**src/rtl/lockctl_pkg.sv**
```systemverilog
package lockctl_pkg;

  typedef enum logic [1:0] {
    OP_NONE   = 2'b00,
    OP_LOCK   = 2'b01,
    OP_UNLOCK = 2'b10,
    OP_DOWN   = 2'b11
  } lockOp_e;

  // strobes from control to the per-block state bank
  typedef struct packed {
    logic setLock;
    logic clrLock;
    logic setDown;
    logic wpHigh;   // level seen by commands this cycle
    logic wpFall;
    logic wpRise;
  } lockStrobe_t;

endpackage

```
**src/rtl/lockctl_ctrl.sv**
```systemverilog
module lockctl_ctrl
  import lockctl_pkg::*;
#(
  parameter int NUM_BLOCKS = 6,
  parameter int IDX_W      = $clog2(NUM_BLOCKS)
) (
  input  logic                  clk,
  input  logic                  rst_n,
  input  logic                  cmdValid,
  input  logic [1:0]            cmdOp,
  input  logic [IDX_W-1:0]      cmdBlk,
  input  logic                  wpPin,
  output lockStrobe_t           strobe,
  output logic [NUM_BLOCKS-1:0] selVec,
  output logic                  wpLevel
);

  lockOp_e opDec;
  logic    wpQ;
  logic    cmdLive;

  assign opDec   = lockOp_e'(cmdOp);
  assign cmdLive = cmdValid && (opDec != OP_NONE);

  always_ff @(posedge clk or negedge rst_n) begin
    if (!rst_n) wpQ <= 1'b0;
    else        wpQ <= wpPin;
  end

  assign wpLevel = wpQ;

  always_comb begin
    strobe         = '0;
    strobe.setLock = cmdLive && (opDec == OP_LOCK);
    strobe.clrLock = cmdLive && (opDec == OP_UNLOCK);
    strobe.setDown = cmdLive && (opDec == OP_DOWN);
    strobe.wpHigh  = wpQ;
    strobe.wpFall  = wpQ && !wpPin;
    strobe.wpRise  = !wpQ && wpPin;
  end

  // indices at or above NUM_BLOCKS match no block
  for (genvar i = 0; i < NUM_BLOCKS; i++) begin : g_sel
    assign selVec[i] = cmdLive && (int'(cmdBlk) == i);
  end

endmodule

```
**src/rtl/lockctl_bank.sv**
```systemverilog
module lockctl_bank
  import lockctl_pkg::*;
#(
  parameter int NUM_BLOCKS = 6,
  parameter int IDX_W      = $clog2(NUM_BLOCKS)
) (
  input  logic                  clk,
  input  logic                  rst_n,
  input  lockStrobe_t           strobe,
  input  logic [NUM_BLOCKS-1:0] selVec,
  input  logic [IDX_W-1:0]      rdBlk,
  output logic [NUM_BLOCKS-1:0] lockVec,
  output logic [NUM_BLOCKS-1:0] downVec,
  output logic [1:0]            cfgWord
);

  for (genvar i = 0; i < NUM_BLOCKS; i++) begin : g_blk
    logic lockQ, downQ, saveQ;
    logic lockCmd, downCmd, saveCmd;
    logic lockNxt, saveNxt;

    // stage 1: command against the pre-edge level
    always_comb begin
      lockCmd = lockQ;
      downCmd = downQ;
      saveCmd = saveQ;
      if (selVec[i]) begin
        if (strobe.setLock) lockCmd = 1'b1;
        if (strobe.clrLock && (!downQ || strobe.wpHigh)) lockCmd = 1'b0;
        if (strobe.setDown) begin
          downCmd = 1'b1;
          lockCmd = 1'b1;
          saveCmd = 1'b1;
        end
      end
    end

    // stage 2: pin edge applied to the command result
    always_comb begin
      lockNxt = lockCmd;
      saveNxt = saveCmd;
      if (downCmd && strobe.wpFall) begin
        saveNxt = lockCmd;
        lockNxt = 1'b1;
      end
      if (downCmd && strobe.wpRise) lockNxt = saveCmd;
    end

    always_ff @(posedge clk or negedge rst_n) begin
      if (!rst_n) begin
        lockQ <= 1'b1;
        downQ <= 1'b0;
        saveQ <= 1'b1;
      end else begin
        lockQ <= lockNxt;
        downQ <= downCmd;
        saveQ <= saveNxt;
      end
    end

    assign lockVec[i] = lockQ;
    assign downVec[i] = downQ;
  end

  always_comb begin
    cfgWord = 2'b00;
    for (int i = 0; i < NUM_BLOCKS; i++) begin
      if (int'(rdBlk) == i) cfgWord = {downVec[i], lockVec[i]};
    end
  end

endmodule

```
**src/rtl/lockctl_top.sv**
```systemverilog
module lockctl_top
  import lockctl_pkg::*;
#(
  parameter int NUM_BLOCKS = 6,
  localparam int IDX_W     = $clog2(NUM_BLOCKS)
) (
  input  logic                  clk,
  input  logic                  rst_n,
  input  logic                  cmdValid,
  input  logic [1:0]            cmdOp,
  input  logic [IDX_W-1:0]      cmdBlk,
  input  logic                  wpPin,
  input  logic [IDX_W-1:0]      rdBlk,
  output logic [NUM_BLOCKS-1:0] writable,
  output logic [1:0]            cfgWord
);

  lockStrobe_t           strobe;
  logic [NUM_BLOCKS-1:0] selVec;
  logic [NUM_BLOCKS-1:0] lockVec;
  logic [NUM_BLOCKS-1:0] downVec;
  logic                  wpLevel;

  lockctl_ctrl #(.NUM_BLOCKS(NUM_BLOCKS), .IDX_W(IDX_W)) ctrl_i (
    .clk(clk), .rst_n(rst_n), .cmdValid(cmdValid), .cmdOp(cmdOp),
    .cmdBlk(cmdBlk), .wpPin(wpPin), .strobe(strobe), .selVec(selVec),
    .wpLevel(wpLevel)
  );

  lockctl_bank #(.NUM_BLOCKS(NUM_BLOCKS), .IDX_W(IDX_W)) bank_i (
    .clk(clk), .rst_n(rst_n), .strobe(strobe), .selVec(selVec),
    .rdBlk(rdBlk), .lockVec(lockVec), .downVec(downVec), .cfgWord(cfgWord)
  );

  assign writable = ~lockVec;

endmodule

```
**config.mk**
```make
export PLATFORM = sky130hd
export DESIGN_NAME = lockctl_top
export DESIGN_NICKNAME = d
export VERILOG_FILES = /design/src/rtl/lockctl_pkg.sv /design/src/rtl/lockctl_ctrl.sv /design/src/rtl/lockctl_bank.sv /design/src/rtl/lockctl_top.sv
export SDC_FILE = /design/constraint.sdc
export NUM_CORES = 1
export LEC_CHECK = 0
export BUFFER_PORTS_ARGS = -buffer_cell sky130_fd_sc_hd__buf_2
export CAP_MARGIN = 40
export CORE_UTILIZATION = 54
export DETAILED_ROUTE_END_ITERATION = 16
export GPL_TIMING_DRIVEN = 1
export PLACE_DENSITY_LB_ADDON = 0.12
export SLEW_MARGIN = 10
export SYNTH_ARGS = -nofsm -noshare
export SYNTH_HDL_FRONTEND = slang
export SYNTH_HIERARCHICAL = 1
export SYNTH_SLANG_ARGS = --single-unit
```
**constraint.sdc**
```tcl
create_clock -name clk -period 1.4 [get_ports clk]
set_input_delay 0.28 -clock clk [delete_from_list [all_inputs] [get_ports clk]]
set_output_delay 0.28 -clock clk [all_outputs]
set_load 0.01 [all_outputs]
```
==> results of run 1 <==
[routing by layer]
layer / track usage / share of wire
met5: 0 / 0
met4: 0.116 / 0.020
met3: 0.0333 / 0.053
met2: 0.416 / 0.47
met1: 0.361 / 0.46
[worst max-delay path, delay by kind of cell (launching register included)]
family                 cells  cell delay [ns]
flip-flops                 1             0.56
AO/OA/AOI/OAI              2             0.32
buffers and inverters      1             0.15
multiplexers               1             0.07
[area by class of cell]
class	instances	area (um^2)
flip-flops and latches	19	490
repair buffers	35	221
multi-input cells	110	688
clock buffers	4	26.3
well taps	28	35.0
fillers	202	728
inverters	6	22.5
[worst max-delay path by stage]
stage                          start                    end  slack (ns)  cells past startpoint
5_1_grt        bank_i/g_blk[0].lockQ             cfgWord[0]       -0.31                      4
6_report       bank_i/g_blk[0].lockQ             cfgWord[0]       -0.27                      4
3_3_place_gp               cmdBlk[2]  bank_i/g_blk[2].lockQ       -0.03                      6
2_1_floorplan              cmdBlk[2]  bank_i/g_blk[0].saveQ        0.11                      5
3_5_place_dp               cmdBlk[2]  bank_i/g_blk[2].lockQ       -0.09                      6
4_1_cts        bank_i/g_blk[0].lockQ             cfgWord[0]       -0.28                      4
[cells in the final DEF, fill, tap and decap left out, drive strengths merged, types with 2 or more instances in the layout]
master / instances
a21o: 6
buf: 34
clkbuf: 4
dfrtp: 7
dfstp: 12
inv: 6
mux2i: 4
nand2: 30
nand2b: 8
nand3: 12
nand3b: 8
nor2: 3
nor2b: 8
nor4: 2
nor4b: 3
o211ai: 12
o21a: 2
o21ai: 6
o221ai: 2
[stage by stage]
step / setup TNS (ns) / std cells / setup WS, ns
2_1_floorplan: 0 / 144 / 0.112
3_3_place_gp: -0.0677 / 193 / -0.0274
3_5_place_dp: -0.229 / 193 / -0.0910
4_1_cts: -0.426 / 201 / -0.281
5_1_grt: -0.625 / 202 / -0.308
6_report: -0.486 / 202 / -0.271
[flip-flops by register name, summed over array words and instances, names as in the netlist]
name	cells
ctrl_i/wpLevel	1
bank_i/g_blk.saveQ	6
bank_i/g_blk.downQ	6
bank_i/g_blk.lockQ	6
[repair_timing]
action / CTS / global route
cloned: 0 / 0
endpoints found under the hold margin: 7 / 0
gates resized for setup: 0 / 1
pin swaps: 2 / 1
hold buffers: 1 / 0
buffers inserted: 3 / 1
setup endpoints to repair: 2 / 4
[report_power, final]
part | leakage, nW | switching, mW | internal, mW
Clock | 0.0150 | 0.170 | 0.111
Sequential | 0.215 | 0.151 | 0.874
Combinational | 0.451 | 0.445 | 0.476
Total | 0.681 | 0.766 | 1.46
==> out/results.ini, run 1 <==
[run_status]
run_status = finished with violations
violations = negative setup slack

[global_route]
wire_length_of_the_first_global_routing_pass_mm = 4.91
globalRoute.totalOverflow = 0
vias_in_the_first_global_route = 1101
grt_max_degree = 20
gr-usage-all-layers = 0.264
antenna_found_initial = 0

[layout]
final_layout_size_suffix_gt1_frac = 0.339
finish.instance_area_um2 = 1480
area.growth.synth_to_final_pct = 16.3
num_antenna_cells = 0
nets = 187
final_core_utilization = 0.671

[timing]
final.hold.worst_slack_ns = 0.104
timing_hold_violations_final = 0
timing.fmax_mhz = 599
rsz0062_at_grt = yes
endpoints_failing_setup = 3
tightestPinTransition_ns = 0.411
period_share = 1.19
finClkSkew_ns = 0.00346
worst_slew_margin_rel = 0.726
final-max-slew-violation-count = 0
finalCriticalPeriod_ns = 1.67
final.setup.worst_slack_ns = -0.271

[floorplanning]
io_pins = 20
dieHeight_um = 50.6
floorplan.rows = 17
design.core.area_um2 = 2210
design.die.area_um2 = 2560
initial_utilization = 0.577
fp.dieW_um = 50.6

[clock_network]
clk_latency_ns = 0.30
tritoncts = yes
clkSlewWorstSetupHoldPaths_ns = 0.11
cts.path.max_buffers = 2
clk_sinks = 19
htree_num_levels = 1
cts_root_buffer = sky130_fd_sc_hd__clkbuf_4
cts-buffers-inserted = 3

[logic_synthesis]
post_synth_instance_area_um2 = 1280
synth_cells = 144
yosysWarningCount = 6
post_synth_net_total = 156
synthesized_area_per_cell_um2 = 8.86

[routing]
route.detailed.wl_per_inst_um = 14.7
post-route-drc-count = 0
detailed_router_iteration_count_before_antenna_repair = 4
detailedRoute.firstIterationViolations = 30
antenna_left = 0
via_count = 1146
postRouteWirelength_mm = 2.97
vias_per_cell = 5.67

[power]
power.leakage_nw = 0.681
vdd_ir_drop_max_v = 0.000979
power_density_nw_per_um2 = 1500
design_power_total_mw = 2.23

[worst_setup_path]
required_time_of_the_critical_path_ns = 1.12
cpPeakStageDelay_ns = 0.56
crit_chain = mux2i_1, o21a_1, o221ai_2, buf_2
start_kind = flop
rrSetupSlack_ns = 0.20
r2r-end = bank_i/g_blk[0].lockQ
worstPathMaxFanout = 2
critical_path.endpoint_type = output port
rr_worst_depth = 4
critical_path_class = flop to output port
slowest_stage = sky130_fd_sc_hd__dfstp_2
cp_data_arrival_time_ns = 1.39
r2r_start = ctrl_i/wpLevel

[min_path]
timing.hold.worst_endpoint = ctrl_i/wpLevel
timing.hold.worst_path_depth = 1
hp-start = wpPin
hold_class = primary input to flop

[place]
place_hpwl_mm = 2.25
postPlaceCellArea_um2 = 1410
place.gp.congestion = 0.843
portBuffers = 19

[flow_run]
max_cap_viol = 0

Note: power is estimated with default switching activity, not from simulation.
==> inputs of run 2 (changes only) <==
--- a/config.mk
+++ b/config.mk
@@ -7,10 +7,12 @@
 export LEC_CHECK = 0
 export BUFFER_PORTS_ARGS = -buffer_cell sky130_fd_sc_hd__buf_2
 export CAP_MARGIN = 40
+export CORE_MARGIN = 5
 export CORE_UTILIZATION = 54
 export DETAILED_ROUTE_END_ITERATION = 16
 export GPL_TIMING_DRIVEN = 1
 export PLACE_DENSITY_LB_ADDON = 0.12
+export RECOVER_POWER = 50
 export SLEW_MARGIN = 10
 export SYNTH_ARGS = -nofsm -noshare
 export SYNTH_HDL_FRONTEND = slang
==> run 2 against run 1 <==
The run still ends with negative setup slack left. Routed wire length fell by 3.0%. Critical path depth is the same. Clock power about the same. Critical path type unchanged. Sequential share of layout area increased by 0.51 points. Largest power group unchanged. Worst hold slack better by 0.014 ns. Via count shrank 1.4%. Final cell count shrank 0.99%. Sequential power about the same. First-iteration DRC count is 27% higher. Register-to-register slack improved by 0.04 ns.
==> out/results.ini, run 2 (synthesis gave the netlist of run 1 again) <==
[run_status]
run_status = finished with violations
violations = negative setup slack

[power]
power_report.internal_total_mw = 1.43  ; -2.0%
power.leakage_nw = 0.668  ; -2.0%
p_switching_mw = 0.733  ; -4.3%
p_sw_frac = 0.338  ; -0.00537
power_density_nw_per_um2 = 1480  ; -1.3%
share_of_power_burned_in_registers = 0.469  ; +0.009
clkPwrFrac = 0.129  ; +0.003
pwr-share-comb = 0.402  ; -0.011
vdd_ir_drop_max_v = 0.00105  ; +7.0%

[layout]
final_cell_mix = sky130_fd_sc_hd__nand2_1 (30), sky130_fd_sc_hd__buf_2 (17), sky130_fd_sc_hd__buf_4 (13)
num_antenna_cells = 0  ; unchanged
nets = 185  ; -1.1%
nFillCells = 192  ; -5.0%
area.growth.synth_to_final_pct = 14.5
final_cell_count_no_fill = 200  ; -0.99%
finish.instance_area_um2 = 1460  ; -1.5%
layout_commonest_cell = sky130_fd_sc_hd__nand2_1
final_layout_size_suffix_gt1_frac = 0.320  ; -0.0193
reg.largest.list = bank_i/g_blk.downQ (6), bank_i/g_blk.lockQ (6), bank_i/g_blk.saveQ (6)

[place]
portBuffers = 19  ; unchanged
postPlaceCellArea_um2 = 1400  ; -1.1%
place_hpwl_mm = 2.14  ; -4.9%
dp_slack_ns = -0.0587  ; +0.0322 ns
dp.cells = 191  ; -1.0%
place.gp.congestion = 0.833  ; -1.2%

[floorplanning]
initial_utilization = 0.571  ; -0.00549
design.die.area_um2 = 3440  ; +34%
dieHeight_um = 58.6  ; +16%
floorplan.rows = 17  ; unchanged
fp.dieW_um = 58.6  ; +16%
design.core.area_um2 = 2230  ; +0.96%
io_pins = 20  ; unchanged

[timing]
timing_hold_violations_final = 0  ; unchanged
rsz0062_at_grt = yes
final-max-slew-violation-count = 0  ; unchanged
finClkSkew_ns = 0.00543  ; +0.00196 ns
tightestPinTransition_ns = 0.471  ; +0.0601 ns
period_share = 1.17  ; -0.0258
timing.fmax_mhz = 612  ; +2.2%
final.setup.worst_slack_ns = -0.235  ; +0.0361 ns
endpoints_failing_setup = 2  ; -1
finalCriticalPeriod_ns = 1.63  ; -0.0361 ns
worst_slew_margin_rel = 0.685  ; -0.0412

[global_route]
wire_length_of_the_first_global_routing_pass_mm = 5.04  ; +2.8%
grt_max_degree = 20  ; unchanged
gr-usage-all-layers = 0.188  ; -0.0759
vias_in_the_first_global_route = 1086  ; -1.4%
globalRoute.totalOverflow = 0  ; unchanged
antenna_found_initial = 0  ; unchanged

[routing]
postRouteWirelength_mm = 2.89  ; -3.0%
detailed_router_iteration_count_before_antenna_repair = 4  ; unchanged
antenna_left = 0  ; unchanged
detailedRoute.firstIterationViolations = 38  ; +27%
post-route-drc-count = 0  ; unchanged
via_count = 1130  ; -1.4%
route.detailed.wl_per_inst_um = 14.4  ; -2.0%
vias_per_cell = 5.65  ; -0.41%

[worst_setup_path]
critical_path_class = flop to output port
crit_chain = nand3b_1, o21a_1, o221ai_2, buf_2
cp_data_arrival_time_ns = 1.35  ; -0.04 ns
cpPeakStageDelay_ns = 0.58  ; +0.02 ns
start_kind = flop
worstPathMaxFanout = 3  ; +1
slowest_stage = sky130_fd_sc_hd__dfstp_2
critical_path.endpoint_type = output port
required_time_of_the_critical_path_ns = 1.12  ; about the same

[clock_network]
cts.path.max_buffers = 2  ; unchanged
clkSlewWorstSetupHoldPaths_ns = 0.11  ; about the same
cts_root_buffer = sky130_fd_sc_hd__clkbuf_4
cts-buffers-inserted = 3  ; unchanged
clk_sinks = 19  ; unchanged
cts-resized-gates = 0  ; unchanged
tritoncts = yes
htree_num_levels = 1  ; unchanged
clk_latency_ns = 0.29  ; about the same

[min_path]
hold_class = primary input to flop

[flow_run]
max_cap_viol = 0  ; unchanged

-- run 2: cell types whose count changed in the layout (fill, tap and decap cells not counted), sizes merged --
cell	previous run	this run
buf	34	30
clkbuf	4	6
-- run 2: final timing paths --
path                                  startpoint                     to  slack (ns)  cells after the start
max                        bank_i/g_blk[1].lockQ             cfgWord[0]       -0.23                      4
min                                        wpPin         ctrl_i/wpLevel        0.12                      1
max reg2reg                       ctrl_i/wpLevel  bank_i/g_blk[1].lockQ        0.24                      4
min reg2reg                bank_i/g_blk[0].saveQ  bank_i/g_blk[0].saveQ        0.50                      2
max in group asynchronous                  rst_n  bank_i/g_blk[1].lockQ        0.59                      2
min in group asynchronous                  rst_n  bank_i/g_blk[4].downQ        0.46                      2
-- run 2: stage by stage --
| stage | util | total power [mW] | TNS (ns) | hold WS, ns |
|---|---|---|---|---|
| 2_1_floorplan | - | 1.67 | 0 | -0.0156 |
| 6_report | 0.654 | 2.16 | -0.358 | 0.119 |
| 4_1_cts | 0.656 | 2.18 | -0.410 | 0.108 |
| 3_3_place_gp | 0.626 | 1.82 | -0.0417 | 0.235 |
| 5_1_grt | 0.654 | 2.33 | -0.526 | 0.130 |
| 3_5_place_dp | 0.626 | 1.85 | -0.141 | 0.242 |
-- run 2: worst max-delay path, delay by kind of cell (launching register included) --
family | cells | cell delay, ns
buffers and inverters | 1 | 0.16
AO/OA/AOI/OAI | 2 | 0.25
flip-flops | 1 | 0.58
AND/OR/NAND/NOR | 1 | 0.09
-- run 2: final cells by class --
class / instances / area [um^2] / area share
clock buffers: 4 / 26.3 / 0.0180
inverters: 6 / 22.5 / 0.0154
multi-input cells: 110 / 686 / 0.469
flip-flops and latches: 19 / 490 / 0.336
well taps: 28 / 35.0 / 0.0240
repair buffers: 33 / 201 / 0.138
-- run 2: timing repair --
item / 4_1_cts / 5_1_grt
pin swaps: 2 / 1
hold buffers: 1 / 0
buffers inserted: 4 / 0
cloned: 0 / 0
setup endpoints to repair: 2 / 4
hold endpoints to repair: 7 / 0
-- run 2: layer usage --
metal | wire (um) | GRT usage
met5 | 0 | 0
met4 | 40 | 0.0647
met3 | 203 | 0.0219
met2 | 1280 | 0.282
met1 | 1360 | 0.279
-- run 2: power groups by stage --
stage / Combinational [mW] / Sequential [mW] / Clock [mW]
finish: 0.870 / 1.02 / 0.279
global route: 0.965 / 1.05 / 0.313
CTS: 0.878 / 1.01 / 0.291
detailed placement: 0.807 / 1.05 / 0
global placement: 0.783 / 1.04 / 0
floorplan: 0.689 / 0.986 / 0
